[src/rtl/ber_pkg.sv]
package ber_pkg;
  localparam int unsigned K_MAX = 64;

  // 10^(j/16) in Q12
  function automatic logic [63:0] mant_q12(input int j);
    case (j)
      0: return 64'd4096;   1: return 64'd4730;   2: return 64'd5462;   3: return 64'd6308;
      4: return 64'd7284;   5: return 64'd8411;   6: return 64'd9713;   7: return 64'd11217;
      8: return 64'd12953;  9: return 64'd14957;  10: return 64'd17273; 11: return 64'd19946;
      12: return 64'd23034; 13: return 64'd26599; 14: return 64'd30716; default: return 64'd35470;
    endcase
  endfunction

  function automatic logic [63:0] pow10(input int e);
    logic [63:0] r;
    r = 64'd1;
    for (int i = 0; i < e; i++) r = r * 64'd10;
    return r;
  endfunction

  // round(2^n * 10^(k/16 - log_base)), capped at 2^cnt_w - 2
  function automatic logic [63:0] thr_calc(input int k, input int n, input int log_base,
                                           input int cnt_w);
    logic [63:0] num, den, t, cap;
    num = (64'd1 << n) * mant_q12(k % 16) * pow10(k / 16);
    den = 64'd4096 * pow10(log_base);
    t   = (num + (den >> 1)) / den;
    cap = (64'd1 << cnt_w) - 64'd2;
    return (t > cap) ? cap : t;
  endfunction
endpackage

[src/rtl/ber_thr_lut.sv]
module ber_thr_lut #(
  parameter int N        = 34,
  parameter int LOG_BASE = 10,
  parameter int CNT_W    = 16,
  parameter int LVL_W    = 7
) (
  input  logic [LVL_W-1:0] code_i,
  output logic [CNT_W-1:0] set_o,
  output logic [CNT_W-1:0] clr_o
);
  localparam int TAB_N = ber_pkg::K_MAX + 1;

  logic [CNT_W-1:0] tab [TAB_N];
  logic [LVL_W-1:0] idx;

  for (genvar k = 0; k < TAB_N; k++) begin : g_tab
    localparam logic [63:0] T64 = ber_pkg::thr_calc(k, N, LOG_BASE, CNT_W);
    assign tab[k] = T64[CNT_W-1:0];
  end

  always_comb begin
    idx   = (code_i > LVL_W'(ber_pkg::K_MAX)) ? LVL_W'(ber_pkg::K_MAX) : code_i;
    set_o = tab[idx];
    clr_o = set_o >> 1;
  end
endmodule

[src/rtl/ber_win_cnt.sv]
module ber_win_cnt #(
  parameter int N     = 34,
  parameter int CNT_W = 16
) (
  input  logic             clk_i,
  input  logic             rst_ni,
  input  logic             edge_i,
  input  logic             in_win_i,
  output logic             done_o,
  output logic [CNT_W-1:0] err_total_o,
  output logic [CNT_W-1:0] err_q_o
);
  logic [N-1:0]     trans_q;
  logic [CNT_W-1:0] err_q;
  logic             miss;

  always_comb begin
    miss        = edge_i & ~in_win_i;
    err_total_o = (miss && (err_q != '1)) ? err_q + 1'b1 : err_q;
    done_o      = edge_i && (trans_q == '1);
    err_q_o     = err_q;
  end

  always_ff @(posedge clk_i or negedge rst_ni) begin
    if (!rst_ni) begin
      trans_q <= '0;
      err_q   <= '0;
    end else if (edge_i) begin
      if (done_o) begin
        trans_q <= '0;
        err_q   <= '0;
      end else begin
        trans_q <= trans_q + 1'b1;
        err_q   <= err_total_o;
      end
    end
  end
endmodule

[src/rtl/ber_alarm_fsm.sv]
module ber_alarm_fsm #(
  parameter int CNT_W = 16,
  parameter int LVL_W = 7
) (
  input  logic             clk_i,
  input  logic             rst_ni,
  input  logic [LVL_W-1:0] level_i,
  input  logic             done_i,
  input  logic [CNT_W-1:0] err_i,
  input  logic [CNT_W-1:0] set_i,
  input  logic [CNT_W-1:0] clr_i,
  output logic             alarm_o
);
  always_ff @(posedge clk_i or negedge rst_ni) begin
    if (!rst_ni) begin
      alarm_o <= 1'b0;
    end else if (level_i == '0) begin
      alarm_o <= 1'b0;
    end else if (done_i) begin
      if (!alarm_o && (err_i > set_i)) alarm_o <= 1'b1;
      else if (alarm_o && (err_i <= clr_i)) alarm_o <= 1'b0;
    end
  end
endmodule

[src/rtl/ber_alarm_mon.sv]
module ber_alarm_mon #(
  parameter int N        = 34,
  parameter int LOG_BASE = 10,
  parameter int CNT_W    = 16,
  parameter int LVL_W    = 7
) (
  input  logic             clk_i,
  input  logic             rst_ni,
  input  logic             edge_i,
  input  logic             in_win_i,
  input  logic [LVL_W-1:0] level_i,
  output logic             alarm_no
);
  logic             done;
  logic [CNT_W-1:0] err_final;
  logic [CNT_W-1:0] err_cnt;
  logic [CNT_W-1:0] thr_set;
  logic [CNT_W-1:0] thr_clr;
  logic             alarm;

  ber_win_cnt #(.N(N), .CNT_W(CNT_W)) u_cnt (
    .clk_i, .rst_ni, .edge_i, .in_win_i,
    .done_o(done), .err_total_o(err_final), .err_q_o(err_cnt)
  );

  ber_thr_lut #(.N(N), .LOG_BASE(LOG_BASE), .CNT_W(CNT_W), .LVL_W(LVL_W)) u_lut (
    .code_i(level_i), .set_o(thr_set), .clr_o(thr_clr)
  );

  ber_alarm_fsm #(.CNT_W(CNT_W), .LVL_W(LVL_W)) u_fsm (
    .clk_i, .rst_ni, .level_i, .done_i(done), .err_i(err_final),
    .set_i(thr_set), .clr_i(thr_clr), .alarm_o(alarm)
  );

  assign alarm_no = ~alarm;
endmodule

[config.mk]
export PLATFORM = sky130hd
export DESIGN_NAME = ber_alarm_mon
export DESIGN_NICKNAME = d
export VERILOG_FILES = /design/src/rtl/ber_pkg.sv /design/src/rtl/ber_thr_lut.sv /design/src/rtl/ber_win_cnt.sv /design/src/rtl/ber_alarm_fsm.sv /design/src/rtl/ber_alarm_mon.sv
export SDC_FILE = /design/constraint.sdc
export NUM_CORES = 1
export LEC_CHECK = 0
export ABC_AREA = 1
export CORE_MARGIN = 2
export CORE_UTILIZATION = 30
export CTS_CLUSTER_DIAMETER = 40
export DETAILED_ROUTE_END_ITERATION = 16
export DONT_BUFFER_PORTS = 1
export GPL_ROUTABILITY_DRIVEN = 0
export PLACE_DENSITY = 0.48
export SYNTH_ARGS = -nofsm -noshare
export SYNTH_HDL_FRONTEND = slang
export SYNTH_SLANG_ARGS = --single-unit
[constraint.sdc]
create_clock -name clk_i -period 3 [get_ports clk_i]
set_clock_uncertainty 0.1 [all_clocks]
set_input_delay 0.6 -clock clk_i [delete_from_list [all_inputs] [get_ports clk_i]]
set_output_delay 0.6 -clock clk_i [all_outputs]
set_load 0.02 [all_outputs]
# [After elaboration in Yosys (flattened, before gate mapping)]
# Memory sizes are Yosys's and may differ from the RTL's.
# Index checks and enable logic that the tools add are counted.
[word_totals] register_bits=51 romBits=2048 inputBits=11 out_inout_bits=1 wordCells=35 n_memories=1
[memory_table] name="(name not given)" words=128 width=16 read_ports=1 rd_clocked_by_memory_dff=0 wr=0 line_no="ber_thr_lut.sv:23" text="set_o = tab[idx];"
[op_classes] add_sub_neg=2 magnitude_cmp=4 n_eq_ne=2 n_mux=10 n_bitwise=4 reduce_logical=9
[op_table] op="two-way mux 16 bit" count=4
[op_table] op="adder 34 x 1 -> 34 bit (second input constant)" count=1
[op_table] op="== test 34 bit (second input constant)" count=1
[op_table] op="two-way mux 34 bit" count=1
[op_table] op="adder 16 x 1 -> 16 bit (second input constant)" count=1
[op_table] op="> comparator 16 bit" count=1
[op_table] op="<= comparator 16 x 15 -> 1 bit" count=1
[op_table] op="!= test 16 bit (second input constant)" count=1
[op_table] op="greater-or-equal comparator 8 bit (second input constant)" count=1
[op_table] op="NOT 7 -> 8 bit" count=1
[op_table] op="> comparator 7 bit (second input constant)" count=1
[op_table] op="logical NOT 7 bit" count=1
[op_table] op="two-way mux 7 bit" count=1
[op_table] op="logical AND 1 bit" count=4
[op_table] op="two-way mux 1 bit" count=4
[op_table] op="nonzero test 3 bit" count=1
[op_table] op="NOT 1 bit" count=2
[op_table] op="AND reduction 2 bit" count=1
[op_table] op="nonzero test 2 bit" count=1
[op_table] op="bitwise AND 1 bit" count=1
[op_table] op="logical NOT 1 bit" count=1

# [Depth between registers and ports, before layout]
# Gate-level depths: netlist of run 1.
[logic_depth] ltp_word=12 ltp_mapped=32 depth_no_buf=32

# [Modules after synthesis]
# Synthesis of run 1 repeated with hierarchy kept, for this count alone.
[hier_totals] hier_cells=870 area_unflattened_um2=5460.2
[modules_own_cells] mod="ber_win_cnt" instances=1 cells_each=475 area_each_um2=3236.9 seq_area_each_um2=1251.2
[modules_own_cells] mod="ber_thr_lut" instances=1 cells_each=246 area_each_um2=1301.2 seq_area_each_um2=0.0
[modules_own_cells] mod="ber_alarm_fsm" instances=1 cells_each=148 area_each_um2=918.4 seq_area_each_um2=25.0
[modules_own_cells] mod="ber_alarm_mon" instances=1 cells_each=1 area_each_um2=3.8 seq_area_each_um2=0.0

# [Worst setup path after synthesis of run 1]
# OpenSTA, ideal clock, no wires.
[synth_timing] path_type="input to register" start="in level_i[2]" end="reg u_fsm.alarm_o" setup_ps=77 arrival_ps=3386 required_time_ps=2823 setup_slack_ps=-564 path_stages=27 path_buffers=0 path_cell_list="inv_1 nand4_1 nand2_1 inv_1 nor2_1 inv_1 ha_1 inv_1 nor2_1 a21oi_1 o21ai_0 o22ai_1 nand2_1 nand2_1 ha_1 nand4_1 nor2_1 nand2_1 nand3_1 nand2_1 nand2_1 nand2_1 nand2_1 nand2_1 nand2_1 nand2_1 a21oi_1"
[synth_between] elab_chain_len=11 word_cells_on_any_way=17 cone_classes="order compare: 3; mux: 6; bitwise: 1; reduce/logical: 6; memory: 1"
[synth_lines] item="start: declaration" line_no="ber_alarm_mon.sv:11" text="input logic [LVL_W-1:0] level_i,"
[synth_lines] item="> comparator 7 bit" line_no="ber_thr_lut.sv:22" text="idx = (code_i > LVL_W'(ber_pkg::K_MAX)) ? LVL_W'(ber_pkg::K_MAX) : code_i;"
[synth_lines] item="two-way mux 7 bit" line_no="ber_thr_lut.sv:22"
[synth_lines] item="NOT 7 -> 8 bit (not written as such)" line_no="ber_thr_lut.sv:23"
[synth_lines] item="memory read (128 x 16 bit)"
[synth_lines] item="two-way mux 16 bit (not written as such) (2 in series)" line_no="ber_thr_lut.sv:23"
[synth_lines] item="> comparator 16 bit" line_no="ber_alarm_fsm.sv:20" text="if (!alarm_o && (err_i > set_i)) alarm_o <= 1'b1;"
[synth_lines] item="logical AND 1 bit" line_no="ber_alarm_fsm.sv:20"
[synth_lines] item="two-way mux 1 bit" line_no="ber_alarm_fsm.sv:20"
[synth_lines] item="two-way mux 1 bit" line_no="ber_alarm_fsm.sv:19" text="end else if (done_i) begin"
[synth_lines] item="two-way mux 1 bit" line_no="ber_alarm_fsm.sv:17" text="end else if (level_i == '0) begin"
[synth_lines] item="end signal: assignment" line_no="ber_alarm_fsm.sv:18" text="alarm_o <= 1'b0;"
[synth_lines] item="end signal: assignment" line_no="ber_alarm_fsm.sv:20"
[synth_lines] item="end signal: assignment" line_no="ber_alarm_fsm.sv:21" text="else if (alarm_o && (err_i <= clr_i)) alarm_o <= 1'b0;"
[synth_lines] item="end: declaration" line_no="ber_alarm_fsm.sv:12" text="output logic alarm_o"
# Parallel ways exist; a longest one is shown, timed or not. The select of a mux whose other input is x is not followed.
# A chain may end at the register's enable or synchronous reset.

# [Final worst setup path of run 1]
[layout_timing] start="in level_i[5]" end="reg u_fsm.alarm_o"
# Same word-level chain as after synthesis.

==> impl_metrics.csv, run 1 <==
group,metric,value,unit
final_layout,num_antenna_cells,0,
sta,worstMarginPinSlew,0.453,ns
critical_path,cp.required,3.13,ns
pwr,leakagePower,0.00289,uW
yosys,synth-edff-count,0,
global_routing,overflow,0,
critical_path,path_class,"in2reg",
pwr,switching_share,0.372,
floorplan,ioPinCount,12,
sta,worst_slack,-0.185,ns
critical_path,r2r_slack,-0.06,ns
drt,drt_iter0_markers,357,
outcome,violations,"negative setup slack",
drt,drc,0,
global_routing,grt_max_degree,52,
placement,port_buffers,0,
pwr,power_frac_comb,0.390,
yosys,synthFlopType,"dfrtp_1",
yosys,synth_cells,683,
sta,grt_setup_unrepaired,"yes",
drt,num_vias,4556,
pwr,p_sw,928,uW
pwr,irDropWorstVdd,213,uV
yosys,synthAdderAreaFrac,0.113,
pwr,p_per_area,444,mW/mm^2
clocking,clk_latency,0.30,ns
critical_path,end_kind,"flop",
drt,drt-total-wl,12900,um
critical_path,cpMaxStageDelayCell,"ha_4",
drt,firstDrtPassIters,5,
final_layout,syn_to_final_growth,23.6,%
clocking,cts-root-buf,"clkbuf_16",
yosys,synthXorXnorAreaFrac,0.0481,
critical_path,worstSetupStartpointType,"input port",
critical_path,cp.arrival,3.32,ns
run,max_cap_viol_count,0,
floorplan,fp.dieArea,0.0162,mm^2
global_routing,grt_use_total,0.167,
pwr,clock_power_share,0.251,
floorplan,die_w,127,um
clocking,cts.sinks,51,
global_routing,grt_pass1_wl,21800,um
clocking,path_clk_slew,0.07,ns
sta,max_freq,314,MHz
yosys,syn_nets,735,
sta,hold_viol,0,
global_routing,grt_pass1_vias,4538,
yosys,synth_compound_area_frac,0.112,
final_layout,drive_above_1_share,0.176,
yosys,synth_area_per_cell,6.67,um^2
hold_path,hold_class,"in2async",
sta,setup_viol,1,
placement,placed_area,0.00537,mm^2
drt,viasPerCell,4.82,
sta,relSlewSlack,0.698,
final_layout,nets,808,
clocking,clockBufferDepth,2,
critical_path,crit_top_cell,"nand2_1",
outcome,outcome,"finished, violations left",
sta,fin_crit_sh,1.06,
placement,post-dp-hpwl,10200,um
clocking,cts_max_level,2,
yosys,yosysSeqAreaShare,0.280,
yosys,synth_warnings,0,
clocking,cts_buffers,5,
yosys,yosys.area_share.simple,0.348,
final_layout,final_area,0.00563,mm^2
pwr,seq_power_share,0.359,
floorplan,placementRows,45,
floorplan,coreArea,0.0150,mm^2
placement,place_ws,-0.592,ns
critical_path,worstReg2RegEnd,"u_fsm.alarm_o$_DFFE_PN0P_",
pwr,internal_power,1570,uW
pwr,power.total,2500,uW
yosys,synthesis.area,0.00455,mm^2
critical_path,cp_max_fo,5,
clocking,cts_tree,"yes",
yosys,ys_types,38,
yosys,synth_top_family_by_area,"simple AND/OR/NAND/NOR gates",
critical_path,max_stage_delay,0.29,ns
drt,wl_per_cell,13.6,um
yosys,synth.area.mux_share,0,
global_routing,grt_antenna_before_repair,0,
yosys,synthArstFlopShare,1.00,
sta,whs,0.0451,ns
sta,slew_viol_final,0,
floorplan,die_h,127,um
critical_path,regToRegStartpoint,"u_cnt.err_q_o[0]$_DFFE_PN0P_",
floorplan,initial_core_util,0.303,
sta,min_period,3.18,ns
yosys,ys_seq_elements,51,
drt,ant_nets,0,
critical_path,r2r_cells,24,
==> synth_stat cells, types with 2 or more instances <==
master / instances / share of area
buf_2: 6 / 0.0066
nor4_1: 3 / 0.0041
and3_1: 2 / 0.0027
a21o_1: 2 / 0.0033
nor2_1: 89 / 0.073
nor3b_1: 5 / 0.0082
nand2_2: 6 / 0.0082
xor2_1: 22 / 0.042
nand4_1: 16 / 0.022
nand2_1: 147 / 0.12
ha_1: 41 / 0.11
o21ai_1: 2 / 0.0022
clkbuf_1: 6 / 0.0049
a21oi_1: 47 / 0.052
xnor2_1: 3 / 0.0058
o21ai_0: 29 / 0.032
a31oi_1: 2 / 0.0027
nor3_1: 29 / 0.032
nor2_4: 5 / 0.012
dfrtp_1: 51 / 0.28
or2_2: 4 / 0.0055
nand3_1: 43 / 0.047
inv_2: 2 / 0.0016
o211ai_1: 6 / 0.0099
inv_1: 102 / 0.084
==> cell type report <==
| class | count | area (um^2) |
|---|---|---|
| Clock buffer | 7 | 153 |
| Clock inverter | 1 | 7.51 |
| Fill cell | 1591 | 9400 |
| Inverter | 105 | 397 |
| Multi-Input combinational cell | 514 | 2940 |
| Sequential cell | 51 | 1280 |
| Tap cell | 188 | 235 |
| Timing Repair Buffer | 79 | 617 |
==> power groups by stage <==
stage | clock, uW | sequential, uW | combinational [uW]
floorplan | 0 | 887 | 623
global placement | 0 | 904 | 925
detailed placement | 0 | 909 | 941
CTS | 652 | 896 | 971
global route | 676 | 914 | 1120
finish | 626 | 897 | 974
==> cell families after synthesis <==
group                    after synthesis
XOR/XNOR                              25
AO/OA/AOI/OAI                         94
adder cells (fa/ha/maj)               41
flip-flops                            51
buffers and inverters                118
AND/OR/NAND/NOR                      354
==> what timing repair did <==
item / 4_1_cts / 5_1_grt
setup buffers: 2 / 0
endpoints found under the setup margin: 1 / 1
pin swaps: 17 / 6
endpoints found under the hold margin: 51 / 0
gates resized for setup: 6 / 10
hold buffers: 1 / 0
==> registers in the layout, summed over array words and instances (netlist names) <==
name,count
u_cnt.err_q_o,16
u_cnt.trans_q,34
u_fsm.alarm_o,1
==> worst max-delay path: cells and delay by family <==
| family | cells | cell delay, ns |
|---|---|---|
| adder cells (fa/ha/maj) | 2 | 0.58 |
| buffers and inverters | 4 | 0.27 |
| AND/OR/NAND/NOR | 18 | 1.45 |
| AO/OA/AOI/OAI | 4 | 0.38 |
==> cells in the final DEF, fill, tap and decap left out, types with 2 or more instances in the layout <==
cell / synthesis / final
nor2_1: 89 / 81
nor3_1: 29 / 28
ha_4: 0 / 3
nand3_1: 43 / 43
xor2_1: 22 / 22
inv_2: 2 / 6
and3_1: 2 / 2
clkbuf_16: 0 / 5
or2_2: 4 / 4
a31oi_1: 2 / 2
nor3b_1: 5 / 5
inv_1: 102 / 97
nand2_2: 6 / 9
ha_1: 41 / 36
nor2_4: 5 / 11
clkbuf_8: 0 / 2
nor3_2: 1 / 2
nor2_2: 0 / 2
buf_4: 1 / 77
nand2_1: 147 / 144
o21ai_0: 29 / 25
nand4_1: 16 / 16
dfrtp_1: 51 / 51
a21oi_2: 0 / 4
a21o_1: 2 / 2
a21oi_1: 47 / 43
o21ai_1: 2 / 6
xnor2_1: 3 / 3
ha_2: 0 / 2
o211ai_1: 6 / 6
nor4_1: 3 / 3
==> worst max-delay path by stage <==
stage / startpoint / end / cells past startpoint
6_report: level_i[5] / u_fsm.alarm_o$_DFFE_PN0P_ / 28
5_1_grt: level_i[5] / u_fsm.alarm_o$_DFFE_PN0P_ / 28
4_1_cts: level_i[5] / u_fsm.alarm_o$_DFFE_PN0P_ / 28
3_3_place_gp: level_i[1] / u_fsm.alarm_o$_DFFE_PN0P_ / 30
3_5_place_dp: level_i[1] / u_fsm.alarm_o$_DFFE_PN0P_ / 27
2_1_floorplan: level_i[1] / u_fsm.alarm_o$_DFFE_PN0P_ / 27
==> per-stage QoR <==
stage / utilization / cells / setup TNS [ns]
floorplan: - / 683 / -0.164
global placement: 0.357 / 934 / -0.544
detailed placement: 0.357 / 934 / -0.592
CTS: 0.372 / 945 / -0.189
global route: 0.374 / 945 / -0.434
finish: 0.374 / 945 / -0.185
==> routing by layer <==
| metal | GRT usage | vias to the layer above | share of wire |
|---|---|---|---|
| met2 | 0.291 | 92 | 0.49 |
| met3 | 0.0293 | 17 | 0.037 |
| met5 | 0 | - | 0 |
| met4 | 0.0537 | 0 | 0.019 |
| li1 | - | 2359 | - |
| met1 | 0.209 | 2088 | 0.46 |
(Power assumes the default switching activity.)
==> run 2: changes to the inputs <==
--- a/config.mk
+++ b/config.mk
@@ -6,6 +6,7 @@
 export NUM_CORES = 1
 export LEC_CHECK = 0
 export ABC_AREA = 1
+export ABC_CLOCK_PERIOD_IN_PS = 3000
 export CORE_MARGIN = 2
 export CORE_UTILIZATION = 30
 export CTS_CLUSTER_DIAMETER = 40
==> results of run 2 <==
Same layout as run 1: the final DEF is identical, and so are final timing and power.
